[config.mk]
export PLATFORM = sky130hd
export DESIGN_NAME = csum_snoop
export DESIGN_NICKNAME = d
export VERILOG_FILES = /design/src/rtl/csum_pkg.sv /design/src/rtl/csum_lane.sv /design/src/rtl/csum_acc.sv /design/src/rtl/csum_drain.sv /design/src/rtl/csum_regs.sv /design/src/rtl/csum_snoop.sv
export SDC_FILE = /design/constraint.sdc
export NUM_CORES = 1
export LEC_CHECK = 0
export BUFFER_PORTS_ARGS = -buffer_cell sky130_fd_sc_hd__buf_2
export CAP_MARGIN = 40
export CELL_PAD_IN_SITES_DETAIL_PLACEMENT = 0
export CELL_PAD_IN_SITES_GLOBAL_PLACEMENT = 2
export CORE_ASPECT_RATIO = 1.4
export CORE_MARGIN = 2
export CORE_UTILIZATION = 40
export CTS_BUF_LIST = sky130_fd_sc_hd__clkbuf_4
export CTS_CLUSTER_DIAMETER = 100
export DETAILED_ROUTE_END_ITERATION = 10
export PLACE_DENSITY_LB_ADDON = 0.15
export SYNTH_ARGS = -nofsm -noshare
export SYNTH_HDL_FRONTEND = slang
export SYNTH_SLANG_ARGS = --single-unit
[constraint.sdc]
create_clock -name clk_i -period 7.7 [get_ports clk_i]
set_input_delay 0.77 -clock clk_i [delete_from_list [all_inputs] [get_ports clk_i]]
set_output_delay 0.77 -clock clk_i [all_outputs]
set_load 0.03 [all_outputs]
[src/rtl/csum_pkg.sv]
package csum_pkg;
  localparam int unsigned WORD_W = 32;
  localparam int unsigned HALF_W = 16;

  typedef enum logic [1:0] {
    OFF_CTRL = 2'd0,
    OFF_SUM  = 2'd1,
    OFF_STAT = 2'd2,
    OFF_RSVD = 2'd3
  } reg_off_e;
endpackage

[src/rtl/csum_lane.sv]
// One 16-bit ones'-complement sum built as a ring of SEG_W-bit adders.
// SEG_W must divide LANE_W and be at least 4 for the drain bound to hold.
module csum_lane #(
  parameter int unsigned LANE_W = 16,
  parameter int unsigned SEG_W  = 4
) (
  input  logic              clk_i,
  input  logic              rst_ni,
  input  logic              clr_i,
  input  logic              add_i,
  input  logic [LANE_W-1:0] data_i,
  output logic [LANE_W-1:0] sum_o,
  output logic [LANE_W/SEG_W-1:0] cy_o
);
  localparam int unsigned NSEG = LANE_W / SEG_W;

  logic [SEG_W-1:0] seg_q [NSEG];
  logic [NSEG-1:0]  cy_q;
  logic [SEG_W:0]   nxt_w [NSEG];

  for (genvar k = 0; k < NSEG; k++) begin : g_seg
    localparam int unsigned PREV = (k == 0) ? NSEG - 1 : k - 1;
    logic [SEG_W-1:0] opnd;
    assign opnd     = add_i ? data_i[k*SEG_W +: SEG_W] : '0;
    // carry of the previous segment closes the ring (end-around carry)
    assign nxt_w[k] = {1'b0, seg_q[k]} + {1'b0, opnd} + {{SEG_W{1'b0}}, cy_q[PREV]};
    assign sum_o[k*SEG_W +: SEG_W] = seg_q[k];
  end

  always_ff @(posedge clk_i or negedge rst_ni) begin
    if (!rst_ni) begin
      for (int k = 0; k < NSEG; k++) seg_q[k] <= '0;
      cy_q <= '0;
    end else if (clr_i) begin
      for (int k = 0; k < NSEG; k++) seg_q[k] <= '0;
      cy_q <= '0;
    end else begin
      for (int k = 0; k < NSEG; k++) begin
        seg_q[k] <= nxt_w[k][SEG_W-1:0];
        cy_q[k]  <= nxt_w[k][SEG_W];
      end
    end
  end

  assign cy_o = cy_q;

  // a segment that just passed a carry on an idle cycle holds zero
  assert_pass_zero_R4: assert property (@(posedge clk_i) disable iff (!rst_ni)
    ($past(!add_i && !clr_i) && cy_q[0] && !$past(cy_q[0])) |-> (sum_o[SEG_W-1:0] == '0));
endmodule

[src/rtl/csum_acc.sv]
module csum_acc #(
  parameter int unsigned SEG_W = 4
) (
  input  logic                         clk_i,
  input  logic                         rst_ni,
  input  logic                         clr_i,
  input  logic                         add_i,
  input  logic [csum_pkg::WORD_W-1:0]  data_i,
  output logic [csum_pkg::WORD_W-1:0]  sum_o,
  output logic [2*(csum_pkg::HALF_W/SEG_W)-1:0] cy_o
);
  localparam int unsigned HW   = csum_pkg::HALF_W;
  localparam int unsigned NSEG = HW / SEG_W;

  for (genvar h = 0; h < 2; h++) begin : g_half
    csum_lane #(.LANE_W(HW), .SEG_W(SEG_W)) u_lane (
      .clk_i  (clk_i),
      .rst_ni (rst_ni),
      .clr_i  (clr_i),
      .add_i  (add_i),
      .data_i (data_i[h*HW +: HW]),
      .sum_o  (sum_o[h*HW +: HW]),
      .cy_o   (cy_o[h*NSEG +: NSEG])
    );
  end
endmodule

[src/rtl/csum_drain.sv]
module csum_drain #(
  parameter int unsigned DRAIN = 5
) (
  input  logic clk_i,
  input  logic rst_ni,
  input  logic clr_i,
  input  logic add_i,
  output logic ready_o
);
  localparam int unsigned CW = $clog2(DRAIN + 1);

  logic [CW-1:0] cnt_q;

  always_ff @(posedge clk_i or negedge rst_ni) begin
    if (!rst_ni)            cnt_q <= '0;
    else if (clr_i)         cnt_q <= '0;
    else if (add_i)         cnt_q <= CW'(DRAIN);
    else if (cnt_q != '0)   cnt_q <= cnt_q - 1'b1;
  end

  assign ready_o = (cnt_q == '0);

  assert_busy_after_add_R7: assert property (@(posedge clk_i) disable iff (!rst_ni)
    add_i |=> !ready_o);
endmodule

[src/rtl/csum_regs.sv]
module csum_regs #(
  parameter int unsigned ADDR_W = 16,
  parameter logic [ADDR_W-1:0] BASE_ADDR = 'h100
) (
  input  logic                        clk_i,
  input  logic                        rst_ni,
  input  logic                        bus_valid_i,
  input  logic                        bus_write_i,
  input  logic [ADDR_W-1:0]           bus_addr_i,
  input  logic [csum_pkg::WORD_W-1:0] bus_data_i,
  input  logic [csum_pkg::WORD_W-1:0] sum_i,
  input  logic [csum_pkg::WORD_W-1:0] stat_i,
  output logic                        add_o,
  output logic                        clr_o,
  output logic [csum_pkg::WORD_W-1:0] rd_data_o
);
  import csum_pkg::*;

  logic     hit, en_q;
  reg_off_e off;
  logic [WORD_W-1:0] rd_q, rd_nxt;

  assign hit   = (bus_addr_i[ADDR_W-1:4] == BASE_ADDR[ADDR_W-1:4]);
  assign off   = reg_off_e'(bus_addr_i[3:2]);
  assign add_o = bus_valid_i && !hit && en_q;
  assign clr_o = bus_valid_i && hit && bus_write_i && (off == OFF_SUM);

  always_comb begin
    unique case (off)
      OFF_CTRL: rd_nxt = {{(WORD_W-1){1'b0}}, en_q};
      OFF_SUM:  rd_nxt = sum_i;
      OFF_STAT: rd_nxt = stat_i;
      default:  rd_nxt = '0;
    endcase
  end

  always_ff @(posedge clk_i or negedge rst_ni) begin
    if (!rst_ni) begin
      en_q <= 1'b0;
      rd_q <= '0;
    end else if (bus_valid_i && hit) begin
      if (bus_write_i) begin
        if (off == OFF_CTRL) en_q <= bus_data_i[0];
      end else begin
        rd_q <= rd_nxt;
      end
    end
  end

  assign rd_data_o = rd_q;

  assert_read_sum_R1: assert property (@(posedge clk_i) disable iff (!rst_ni)
    (bus_valid_i && hit && !bus_write_i && off == OFF_SUM) |=> (rd_data_o == $past(sum_i)));

  assert_own_skip_R6: assert property (@(posedge clk_i) disable iff (!rst_ni)
    (bus_valid_i && hit) |=> $stable(en_q) || $past(bus_write_i && off == OFF_CTRL));
endmodule

[src/rtl/csum_snoop.sv]
module csum_snoop #(
  parameter int unsigned ADDR_W = 16,
  parameter logic [ADDR_W-1:0] BASE_ADDR = 'h100,
  parameter int unsigned SEG_W = 4
) (
  input  logic              clk_i,
  input  logic              rst_ni,
  input  logic              bus_valid_i,
  input  logic              bus_write_i,
  input  logic [ADDR_W-1:0] bus_addr_i,
  input  logic [31:0]       bus_data_i,
  output logic [31:0]       rd_data_o
);
  import csum_pkg::*;

  localparam int unsigned NSEG  = HALF_W / SEG_W;
  localparam int unsigned DRAIN = NSEG + 1;

  logic              add, clr, ready;
  logic [WORD_W-1:0] sum, stat;
  logic [2*NSEG-1:0] cy;
  logic [HALF_W:0]   fsum;
  logic [HALF_W-1:0] fwrap;

  csum_regs #(.ADDR_W(ADDR_W), .BASE_ADDR(BASE_ADDR)) u_regs (
    .clk_i       (clk_i),
    .rst_ni      (rst_ni),
    .bus_valid_i (bus_valid_i),
    .bus_write_i (bus_write_i),
    .bus_addr_i  (bus_addr_i),
    .bus_data_i  (bus_data_i),
    .sum_i       (sum),
    .stat_i      (stat),
    .add_o       (add),
    .clr_o       (clr),
    .rd_data_o   (rd_data_o)
  );

  csum_acc #(.SEG_W(SEG_W)) u_acc (
    .clk_i  (clk_i),
    .rst_ni (rst_ni),
    .clr_i  (clr),
    .add_i  (add),
    .data_i (bus_data_i),
    .sum_o  (sum),
    .cy_o   (cy)
  );

  csum_drain #(.DRAIN(DRAIN)) u_drain (
    .clk_i   (clk_i),
    .rst_ni  (rst_ni),
    .clr_i   (clr),
    .add_i   (add),
    .ready_o (ready)
  );

  // fold halves with end-around carry, then invert
  assign fsum  = {1'b0, sum[WORD_W-1:HALF_W]} + {1'b0, sum[HALF_W-1:0]};
  assign fwrap = fsum[HALF_W-1:0] + {{(HALF_W-1){1'b0}}, fsum[HALF_W]};
  assign stat  = {{(WORD_W-HALF_W-1){1'b0}}, ready, ~fwrap};

  assert_settled_R7: assert property (@(posedge clk_i) disable iff (!rst_ni)
    ready |-> (cy == '0));

  assert_hold_R5: assert property (@(posedge clk_i) disable iff (!rst_ni)
    (ready && !add && !clr) |=> $stable(sum));

  assert_clear_R2: assert property (@(posedge clk_i) disable iff (!rst_ni)
    clr |=> (sum == '0) && ready);
endmodule

==> impl_metrics.env <==
export IMPL_final_common_cell="buf_2"
export IMPL_post_cts_buffers=0
export IMPL_wl_um=12700
export IMPL_vias=4120
export IMPL_ff_latch_area_um2=1900
export IMPL_design_area_um2=5920
export IMPL_wl_met3_um=365
export IMPL_area_growth_pct=12.1
export IMPL_post_cts_resized=0
export IMPL_power_frac_comb=0.099
export IMPL_p_int_uw=574
export IMPL_clkTransAtPathRegs_ns=0.12
export IMPL_fin_skew_ns=0.0137
export IMPL_clock_sinks=76
export IMPL_reg2regPathDepth=17
export IMPL_dieArea_um2=14100
export IMPL_power_switching_uw=191
export IMPL_timing_rr_start="u_acc.g_half[0].u_lane.sum_o[8]"
export IMPL_fin_crit_ns=3.99
export IMPL_viasPerCell=5.28
export IMPL_die_w_um=101
export IMPL_status="complete, no violations"
export IMPL_clock_latency_ns=0.42
export IMPL_grt_pass1_vias=4238
export IMPL_worstPathRequired_ns=8.04
export IMPL_first_pass_iters=4
export IMPL_wl_per_cell_um=16.3
export IMPL_syn_area_per_cell_um2=9.58
export IMPL_yosys_register_bits=76
export IMPL_synth_ff_type="dfrtp_1"
export IMPL_start_util=0.410
export IMPL_synthesis_area_um2=5280
export IMPL_gp_congestion=0.798
export IMPL_cp_arrival_ns=4.34
export IMPL_fin_tns_setup_ns=0
export IMPL_worstMarginPinSlew_ns=0.772
export IMPL_relSlewSlack=0.485
export IMPL_swShare=0.250
export IMPL_async_flop_share=1.00
export IMPL_multi_input_area_um2=3160
export IMPL_htreeDepth=3
export IMPL_crit_type="reg2reg"
export IMPL_synth_warnings=0
export IMPL_synth_edf_count=0
export IMPL_p_leak_nw=3.30
export IMPL_core_area_um2=12900
export IMPL_ant_nets=0
export IMPL_cts_buffers=9
export IMPL_clockBufferDepth=2
export IMPL_drt_drc_violations_left=0
export IMPL_fin_hold_ws_ns=0.213
export IMPL_grt_ovfl_total=0
export IMPL_powerDensity_nw_per_um2=129
export IMPL_vdd_drop_max_mv=0.0955
export IMPL_dieHeight_um=140
export IMPL_drt_first_iter_violations=166
export IMPL_setup_viol=0
export IMPL_synthesis_nets=664
export IMPL_dpl_hpwl_um=9540
export IMPL_ys_seq_area_frac=0.360
export IMPL_nets=736
export IMPL_rows=49
export IMPL_rsz0062_at_grt="false"
export IMPL_top_layer="met4"
export IMPL_max_freq_ghz=0.250
export IMPL_cp_end_kind="flop"
export IMPL_utilization=0.460
export IMPL_postSynthCellCount=551
export IMPL_crit_fanout=10
export IMPL_root_buffer="clkbuf_4"
export IMPL_placed_cell_area_um2=5760
export IMPL_drv_cap=0
export IMPL_final_cell_mix="80 x buf_2, 76 x dfrtp_1, 64 x nor2_1"
export IMPL_met1_length_um=5780
export IMPL_ys_types=60
export IMPL_ff2ff_setup_slack_ns=3.71
export IMPL_nFillCells=1287
export IMPL_p_clk_frac=0.360
export IMPL_antenna_found_initial=1
export IMPL_p_seq_frac=0.541
export IMPL_grt_max_degree=58
export IMPL_route_met2_wl_um=6450
export IMPL_ioPinCount=84
export IMPL_cts_hold_buf=0
export IMPL_grt_pass1_wl_um=21300
export IMPL_grt_usage=0.192
export IMPL_timing_final_hold_violations=0
export IMPL_setup_worst_path_start="u_acc.g_half[0].u_lane.sum_o[8]"
export IMPL_cts_tree="yes"
export IMPL_period_share=0.519
export IMPL_drive_gt1_frac=0.195
export IMPL_report_final_slew_viol_count=0
export IMPL_io_buffers=81
export IMPL_hold_path_class="in2async"
export IMPL_start_kind="flop"
-- critical path, stage by stage, from the launching register on --
cell	delay, ns
dfrtp_1	0.46
ha_1	0.45
a21o_2	0.32
a31oi_1	0.31
a2bb2oi_1	0.25
nand3b_1	0.10
a21oi_1	0.21
nor2b_1	0.07
o21ai_0	0.18
nand2b_1	0.09
ha_1	0.22
and3_2	0.23
nand4_1	0.31
nor3_1	0.09
a211oi_1	0.22
o21ai_0	0.12
xor2_1	0.15
o21ai_0	0.15
-- per-layer routing --
metal / GRT usage / up-vias
met4: 0.0477 / 0
met2: 0.327 / 73
met1: 0.252 / 1968
met5: 0 / -
met3: 0.0309 / 6
li1: - / 2073
-- state kept, by name (all words and copies together) (netlist names) --
name	flops
u_acc.g_half.u_lane.cy_o	8
u_acc.g_half.u_lane.sum_o	32
u_drain.cnt_q	3
u_regs.en_q	1
u_regs.rd_data_o	32
-- synthesized netlist by cell type (5+ instances only) --
master	instances	area share
and2_1	34	0.040
fa_1	17	0.064
dfrtp_1	76	0.36
nor2b_1	18	0.021
a21o_1	18	0.026
nand3_1	24	0.023
nor2_1	65	0.046
xnor2_1	27	0.045
nand2_1	48	0.034
o21ai_0	16	0.015
a221oi_1	9	0.015
clkbuf_1	15	0.011
and3_1	8	0.0095
inv_1	13	0.0092
xor2_1	12	0.020
clkbuf_8	8	0.021
a21oi_1	29	0.027
ha_1	44	0.10
nand4_1	7	0.0083
nor3_1	5	0.0047
-- cell families after synthesis --
kind of cell / count (synthesis) / synth area share
compound gates: 108 / 0.144
xor+xnor: 39 / 0.0647
fa+ha+maj: 61 / 0.169
buf+inv: 38 / 0.0438
flops: 76 / 0.360
mux: 2 / 0.00403
simple gates: 227 / 0.215
-- stage by stage --
step	cells	setup WS (ns)	power, mW
6_report	781	3.71	0.765
5_1_grt	781	3.41	0.806
4_1_cts	780	3.69	0.780
3_5_place_dp	765	3.72	0.499
3_3_place_gp	764	3.76	0.493
2_1_floorplan	551	4.28	0.465
-- worst paths after layout --
check | endpoint
setup / recovery | u_regs.rd_data_o[7]
hold / removal | u_regs.rd_data_o[20]
setup reg to reg | u_regs.rd_data_o[7]
hold reg to reg | u_regs.rd_data_o[24]
max in group asynchronous | u_acc.g_half[1].u_lane.sum_o[14]
min in group clk_i | u_regs.rd_data_o[24]
-- power groups by stage --
stage / Sequential [mW] / Combinational (mW) / Clock [mW]
floorplan: 0.421 / 0.0440 / 0
global placement: 0.421 / 0.0718 / 0
detailed placement: 0.421 / 0.0775 / 0
CTS: 0.414 / 0.0776 / 0.288
global route: 0.415 / 0.0879 / 0.303
finish: 0.414 / 0.0756 / 0.276
-- layout make-up --
cell class                 instances  area share
clock buffer                      10      0.0127
tap                              153      0.0323
inverter                          13     0.00824
sequential                        76       0.321
timing repair buffer              86      0.0786
multi-input combinational        437       0.533
antenna                            1    0.000423
clock inverter                     5      0.0131
Note: power is estimated with default switching activity, not from simulation.
